## config.mk

```make
export PLATFORM = sky130hd
export DESIGN_NAME = intr_mask_unit
export DESIGN_NICKNAME = d
export VERILOG_FILES = /design/src/rtl/imu_pkg.sv /design/src/rtl/imu_decode.sv /design/src/rtl/imu_status.sv /design/src/rtl/imu_mask.sv /design/src/rtl/intr_mask_unit.sv
export SDC_FILE = /design/constraint.sdc
export NUM_CORES = 1
export LEC_CHECK = 0
export ABC_AREA = 1
export BUFFER_PORTS_ARGS = -buffer_cell sky130_fd_sc_hd__clkbuf_2
export CAP_MARGIN = 20
export CORE_MARGIN = 10
export CORE_UTILIZATION = 31
export CTS_CLUSTER_DIAMETER = 150
export DETAILED_ROUTE_END_ITERATION = 8
export GPL_TIMING_DRIVEN = 1
export PLACE_DENSITY_LB_ADDON = 0.25
export SYNTH_ARGS = -nofsm -noshare
export SYNTH_HDL_FRONTEND = slang
export SYNTH_HIERARCHICAL = 1
export SYNTH_SLANG_ARGS = --single-unit
```

## constraint.sdc

```tcl
create_clock -name clk -period 1.8 [get_ports clk]
set_clock_uncertainty 0.05 [all_clocks]
set_input_delay 0.36 -clock clk [delete_from_list [all_inputs] [get_ports clk]]
set_output_delay 0.36 -clock clk [all_outputs]
set_load 0.05 [all_outputs]
```

## src/rtl/imu_pkg.sv

```systemverilog
package imu_pkg;
    localparam int DATA_W = 32;
    localparam int ADDR_W = 2;

    typedef enum logic [ADDR_W-1:0] {
        RG_STATUS  = 2'd0,
        RG_MASK    = 2'd1,
        RG_UNMASK  = 2'd2,
        RG_MASKSET = 2'd3
    } reg_e;
endpackage

```

## src/rtl/imu_decode.sv

```systemverilog
module imu_decode
    import imu_pkg::*;
(
    input  logic              wr,
    input  logic [ADDR_W-1:0] addr,
    output logic              clr_stb,
    output logic              unmask_stb,
    output logic              maskset_stb,
    output reg_e              rd_sel
);
    always_comb begin
        clr_stb     = 1'b0;
        unmask_stb  = 1'b0;
        maskset_stb = 1'b0;
        rd_sel      = reg_e'(addr);
        unique case (rd_sel)
            RG_STATUS:  clr_stb     = wr;
            RG_MASK:    ;
            RG_UNMASK:  unmask_stb  = wr;
            RG_MASKSET: maskset_stb = wr;
            default:    ;
        endcase
    end
endmodule

```

## src/rtl/imu_status.sv

```systemverilog
module imu_status #(
    parameter int NBITS = 2
) (
    input  logic             clk,
    input  logic             rst_n,
    input  logic             clr_stb,
    input  logic [NBITS-1:0] clr_bits,
    input  logic [NBITS-1:0] evt_set,
    output logic [NBITS-1:0] status_q
);
    logic [NBITS-1:0] clr_eff;

    always_comb begin
        clr_eff = clr_stb ? clr_bits : '0;
    end

    // event set applied after clear: set wins
    always_ff @(posedge clk) begin
        if (!rst_n) status_q <= '0;
        else        status_q <= (status_q & ~clr_eff) | evt_set;
    end
endmodule

```

## src/rtl/imu_mask.sv

```systemverilog
module imu_mask #(
    parameter int NBITS = 2
) (
    input  logic             clk,
    input  logic             rst_n,
    input  logic             unmask_stb,
    input  logic             maskset_stb,
    input  logic [NBITS-1:0] cmd_bits,
    output logic [NBITS-1:0] mask_q
);
    logic [NBITS-1:0] mask_d;

    always_comb begin
        mask_d = mask_q;
        if (unmask_stb)  mask_d = mask_d & ~cmd_bits;
        if (maskset_stb) mask_d = mask_d | cmd_bits;
    end

    always_ff @(posedge clk) begin
        if (!rst_n) mask_q <= '1;
        else        mask_q <= mask_d;
    end
endmodule

```

## src/rtl/intr_mask_unit.sv

```systemverilog
module intr_mask_unit
    import imu_pkg::*;
#(
    parameter int NBITS = 2
) (
    input  logic              clk,
    input  logic              rst_n,
    input  logic              bus_wr,
    input  logic [1:0]        bus_addr,
    input  logic [31:0]       bus_wdata,
    output logic [31:0]       bus_rdata,
    input  logic [NBITS-1:0]  evt_set,
    output logic              irq_o
);
    logic             clr_stb, unmask_stb, maskset_stb;
    reg_e             rd_sel;
    logic [NBITS-1:0] wbits;
    logic [NBITS-1:0] status_q;
    logic [NBITS-1:0] mask_q;
    logic             pend;

    assign wbits = bus_wdata[NBITS-1:0];

    imu_decode u_dec (
        .wr          (bus_wr),
        .addr        (bus_addr),
        .clr_stb     (clr_stb),
        .unmask_stb  (unmask_stb),
        .maskset_stb (maskset_stb),
        .rd_sel      (rd_sel)
    );

    imu_status #(.NBITS(NBITS)) u_st (
        .clk      (clk),
        .rst_n    (rst_n),
        .clr_stb  (clr_stb),
        .clr_bits (wbits),
        .evt_set  (evt_set),
        .status_q (status_q)
    );

    imu_mask #(.NBITS(NBITS)) u_mk (
        .clk         (clk),
        .rst_n       (rst_n),
        .unmask_stb  (unmask_stb),
        .maskset_stb (maskset_stb),
        .cmd_bits    (wbits),
        .mask_q      (mask_q)
    );

    assign pend = |(status_q & ~mask_q);

    always_ff @(posedge clk) begin
        if (!rst_n) irq_o <= 1'b0;
        else        irq_o <= pend;
    end

    always_comb begin
        unique case (rd_sel)
            RG_STATUS: bus_rdata = DATA_W'(status_q);
            RG_MASK:   bus_rdata = DATA_W'(mask_q);
            default:   bus_rdata = '0;
        endcase
    end
endmodule

```

==> impl_results.md, run 1 <==
- Synth Area per Inst: 6.60 um2
- CTS sink count: 5
- Rows: 14
- Outcome: finished, final reports clean
- Hold Crit Class: in -> reg
- Utilization after layout: 31.0%
- Final Hold Fails: 0
- Die Wd: ~60 um
- Clk Latency, worst-skew pair: 240 ps
- Req. time, crit path: 1390 ps
- Tmin final: ~1400 ps
- Dpl ws: between 400 and 500 ps
- GPL Wtd Cong: 0.656
- Synthesized area: 502 um2
- Yosys warns: 6
- CTS clk-pin slew, worst paths: 50 ps
- Total CTS buffers: 3
- Final Power: ~0.44 mW
- Setup_tns: 0 ps
- Antenna violations before repair: 0
- Setup Buffers After CTS: 0
- Starting Density: 32.9%
- Layout cells sized above 1: a little under a fifth
- Most frequent cells in the layout: 30 x conb_1, 16 x nand2_1, 11 x clkbuf_2, 9 x inv_1, 5 x dfxtp_1
- Largest net degree at the start of global routing: 6
- Max Used Layer: met3
- Resize count post-CTS: 0
- DR WL met2: 448 um
- I/O pin count: 72
- Leak: 0.320 nW
- Core area: around 1500 um2
- GRT Util Overall: approximately 5.0%
- Via count: 356
- Setup ws final: between 300 and 400 ps
- Pins Over Slew Limit: 0
- Cell taking the most area after synthesis: buf_4
- H-tree levels: 1
- Final routed DRC violation total: 0
- DR vias/cell: 3.42
- ANT cells: 0
- Arr. time, crit path: slightly above 1000 ps
- MaxCap Viol Count: 0
- Setup CP Type: reg -> out
- RSZ-0062 raised after global routing: no
- Worst-path fanout max: 3
- First-pass GRT wire length: 1.37 mm
- WL met3: just under 200 um
- 1st-iter DRT viols: 5
- Number of global-route vias before repair: approximately 350
- Drt first pass iters: 2
- Register bit total from synthesis: 5
- Die Y: 60.2 um
- Buffers on Ports: 11
- Synth top area share: 47.9%
- Hold buffers post-CTS: 0
- Remaining global-route overflow: 0
- Commonest non-fill, non-tap cell in the layout: conb_1
- Deepest clock path buffer count: 2
- Clock root cell: clkbuf_4
- Fmax: approximately 700 MHz
- Antenna Nets Post-Route: 0
- WL final: 1.02 mm
- Post-synthesis sequential area ratio: between 10% and 20%
- Power per standard cell area: 936 nW/um2
- DR WL/cell: 9.85 um
- Detailed Place HPWL: 934 um
- Fin nets: 128
- Final setup vio count: 0
- Synth top area cells: buf_4 48%, dfxtp_1 20%, nand2_1 12%
- Distinct cell type count after synthesis: 10
- TritonCTS clock tree: built
- Area Growth Syn to Fin: -5.99%
- Period Utilization, post-route: 79.8%
- Peak supply drop: 0.282 mV
- Cells after Synth: 76
- Die Area: between 3000 and 4000 um2
- Critical path capture point type: output pin
- Startpoint class of the critical path: flop
- Met1 Routed Length: 376 um
-- through the flow --
step           hold WS, ps  instances  cell area (um2)
6_report               289        104              472
2_1_floorplan          393        105              611
3_5_place_dp           419        100              445
3_3_place_gp           419        100              445
5_1_grt                303        104              472
4_1_cts                280        104              472
-- area by class of cell --
cell class | instances | area (um2)
inverter | 10 | 37.5
clock buffer | 4 | 26.3
tap | 16 | 20.0
fill | 200 | 1050
timing repair buffer | 11 | 55.1
multi-input combinational | 58 | 233
sequential | 5 | 100
-- Yosys cell counts, drive strengths merged --
library cell / instances
inv: 10
nor2: 3
nand2: 16
conb: 1
dfxtp: 5
buf: 32
nand3: 4
a21oi: 5
-- worst max-delay path, stage by stage, from the launching register on --
cell      delay, ps
dfxtp_1         360
nand3_1          80
nand2_1          70
clkbuf_2        270
-- state kept, by name, summed over array words and instances (netlist names) --
register and cells:
u_mk/mask_q 2, u_st/status_q 2, irq_o 1
-- logic make-up (layout without fill, tap and decap cells) --
group	Yosys count	after routing	synth area share, %
compound gates	5	5	5.74
flops	5	5	20.0
simple gates	23	23	18.2
other cells	1	30	0.747
buf+inv	42	25	55.4
-- where the power goes --
group          internal (mW)  switching (mW)  total, mW
Combinational         0.0172           0.173      0.190
Sequential             0.116         0.00378      0.120
Clock                 0.0839          0.0474      0.131
-- layer usage --
layer  vias up  track usage, %
li1        189               -
met1       143            5.06
met2        24            7.06
met3         0            3.39
met4         0            3.85
met5         -               0
-- path summary, 6_finish.rpt --
check / startpoint / to / slack (ps) / cells past startpoint
min reg2reg: u_mk/mask_q[0]$_SDFF_PN1_ / u_mk/mask_q[0]$_SDFF_PN1_ / 420 / 2
max reg2reg: u_mk/mask_q[1]$_SDFF_PN1_ / irq_o$_SDFF_PN0_ / 1120 / 3
max: u_mk/mask_q[1]$_SDFF_PN1_ / bus_rdata[1] / 360 / 3
min: evt_set[0] / u_st/status_q[0]$_SDFF_PN0_ / 290 / 3
(Power assumes the default switching activity.)
==> run 2: changes to the inputs <==
Settings changed: CORE_UTILIZATION 31 to 29.
Clock period 1.8 ns to 1.44 ns, I/O delays scaled along.
==> impl_results.md, run 2 (synthesis results as in run 1) <==
- GRT Util Overall: 5.24% (+0.24 points)
- Resize count post-CTS: 0 (unchanged)
- Final Non-Filler Cells: 104 (unchanged)
- Final setup vio count: 0 (unchanged)
- Layout cells sized above 1: 18.2% (unchanged)
- Largest net degree at the start of global routing: 6 (unchanged)
- Power per standard cell area: 1180 nW/um2 (+26%)
- GPL Wtd Cong: 0.681 (+3.7%)
- Sequential power share: 26.9% (-0.3 points)
- Commonest non-fill, non-tap cell in the layout: conb_1
- Starting Density: 31.8% (-1.1 points)
- Fmax: 736 MHz
- Outcome: finished, final reports clean
- Worst reg2reg setup slack: 770 ps (-350 ps)
- Via count: 361 (+1.4%)
- Top Usage Layer GRT: met2
- Worst r2r path cells: 3 (unchanged)
- Hold Slack: 202 ps (-86.7 ps)
- Final routed DRC violation total: 0 (unchanged)
- Detailed Place HPWL: 953 um (+1.9%)
- Hold Crit Class: in -> reg
- Hold buffers post-CTS: 0 (unchanged)
- Clock root cell: clkbuf_4
- First-pass GRT wire length: 1.44 mm (+4.5%)
- Req. time, crit path: 1100 ps (-290 ps)
- Tmin final: 1360 ps
- Clk Latency, worst-skew pair: 250 ps (about the same)
- MaxCap Viol Count: 0 (unchanged)
- Critical path capture point type: output pin
- DR WL/cell: 9.83 um (-0.20%)
- Fillers: 187 (-6.5%)
- RSZ-0062 raised after global routing: no
- Hold Path End: u_st/status_q[1]$_SDFF_PN0_
- Die Y: 61.6 um (+2.3%)
- Largest regs: u_mk/mask_q: 2 flops, u_st/status_q: 2 flops, irq_o: 1 flops
- Die Wd: 61.6 um (+2.3%)
- H-tree levels: 1 (unchanged)
- Peak supply drop: 0.327 mV (+16%)
- Number of global-route vias before repair: 363 (+3.4%)
- Sw power: 0.285 mW (+27%)
- Area Growth Syn to Fin: -5.99% (unchanged)
- CTS sink count: 5 (unchanged)
- Final design area excluding fillers: 472 um2 (unchanged)
- Dpl cell area: 445 um2 (unchanged)
- Switching Fraction: 51.1% (+0.40 points)
- Grt met2 use: 7.76% (+0.70 points)
- Arr. time, crit path: 1020 ps (about the same)
- Core area: 1580 um2 (+3.4%)
- Rows: 14 (unchanged)
- Reg2reg end: irq_o$_SDFF_PN0_
- Buffers on Ports: 11 (unchanged)
- Setup_tns: 0 ps (unchanged)
- Remaining global-route overflow: 0 (unchanged)
- Antenna violations before repair: 0 (unchanged)
- Die Area: 3790 um2 (+4.6%)
- Internal power: 0.272 mW (+25%)
- R2r startpoint: u_mk/mask_q[1]$_SDFF_PN1_
- Comb pwr share: 42.7% (-0.4 points)
- Pins Over Slew Limit: 0 (unchanged)
- Antenna Nets Post-Route: 0 (unchanged)
- TritonCTS clock tree: built
- Total CTS buffers: 3 (unchanged)
- Setup Buffers After CTS: 0 (unchanged)
- Drt first pass iters: 2 (unchanged)
- Met3 global-route usage: 2.88% (-0.51 points)
- Leak: 0.320 nW (unchanged)
- GR Util met1: 5.18% (+0.11 points)
- DR vias/cell: 3.47 (+1.4%)
- Startpoint class of the critical path: flop
- Most frequent cells in the layout: 30 x conb_1, 16 x nand2_1, 11 x clkbuf_2, 9 x inv_1, 5 x dfxtp_1
- 1st-iter DRT viols: 1 (-4)
- HP Start: evt_set[1]
- Cell count of the worst hold path: 3 (unchanged)
- Fin nets: 128 (unchanged)
- Worst-path fanout max: 3 (unchanged)
- WL final: 1.02 mm (-0.20%)
- Deepest clock path buffer count: 2 (unchanged)
- Final Hold Fails: 0 (unchanged)
- Cells after DPL: 100 (unchanged)
- CTS clk-pin slew, worst paths: 50 ps (about the same)
- Period Utilization, post-route: 94.3%
- Setup CP Type: reg -> out
- I/O pin count: 72 (unchanged)
- ANT cells: 0 (unchanged)
- Clock network power share: 30.4% (+0.7 points)
run 2: per-layer routing:
layer,vias up,wire length [um]
met3,2,180
met2,29,425
met1,140,400
met5,-,0
met4,0,16
li1,190,-
run 2: worst max-delay path by stage:
stage	slack (ps)	start	to	cells after the start
floorplan	210	bus_addr[1]	bus_rdata[0]	4
CTS	70	u_mk/mask_q[1]$_SDFF_PN1_	bus_rdata[1]	3
detailed placement	200	bus_addr[1]	bus_rdata[0]	5
global placement	210	bus_addr[1]	bus_rdata[1]	5
finish	80	u_mk/mask_q[1]$_SDFF_PN1_	bus_rdata[1]	3
global route	20	u_st/status_q[1]$_SDFF_PN0_	bus_rdata[1]	3
run 2: metrics by stage:
step                power, mW  util, %  worst slack, ps
finish                  0.557     29.9             81.9
global placement        0.387     28.3              209
detailed placement      0.387     28.3              202
global route            0.586     29.9             15.1
CTS                     0.563     29.9             68.1
floorplan               0.431        -              213
run 2: power by group through the flow:
stage               registers, mW  clock network, mW  logic, mW
global placement            0.153                  0      0.234
floorplan                   0.153                  0      0.278
CTS                         0.150              0.179      0.234
detailed placement          0.153                  0      0.234
finish                      0.150              0.169      0.238
global route                0.151              0.185      0.250
run 2: final cells by class:
cell class	count	area [um2]	area share [%]
Multi-Input combinational cell	58	233	49.3
Inverter	10	37.5	7.96
Tap cell	16	20.0	4.24
Timing Repair Buffer	11	55.1	11.7
Sequential cell	5	100	21.2
Clock buffer	4	26.3	5.57
run 2: critical path, stage by stage (launching register included):
cell      delay [ps]
dfxtp_1          350
nand3_1           80
nand2_1           70
clkbuf_2         270
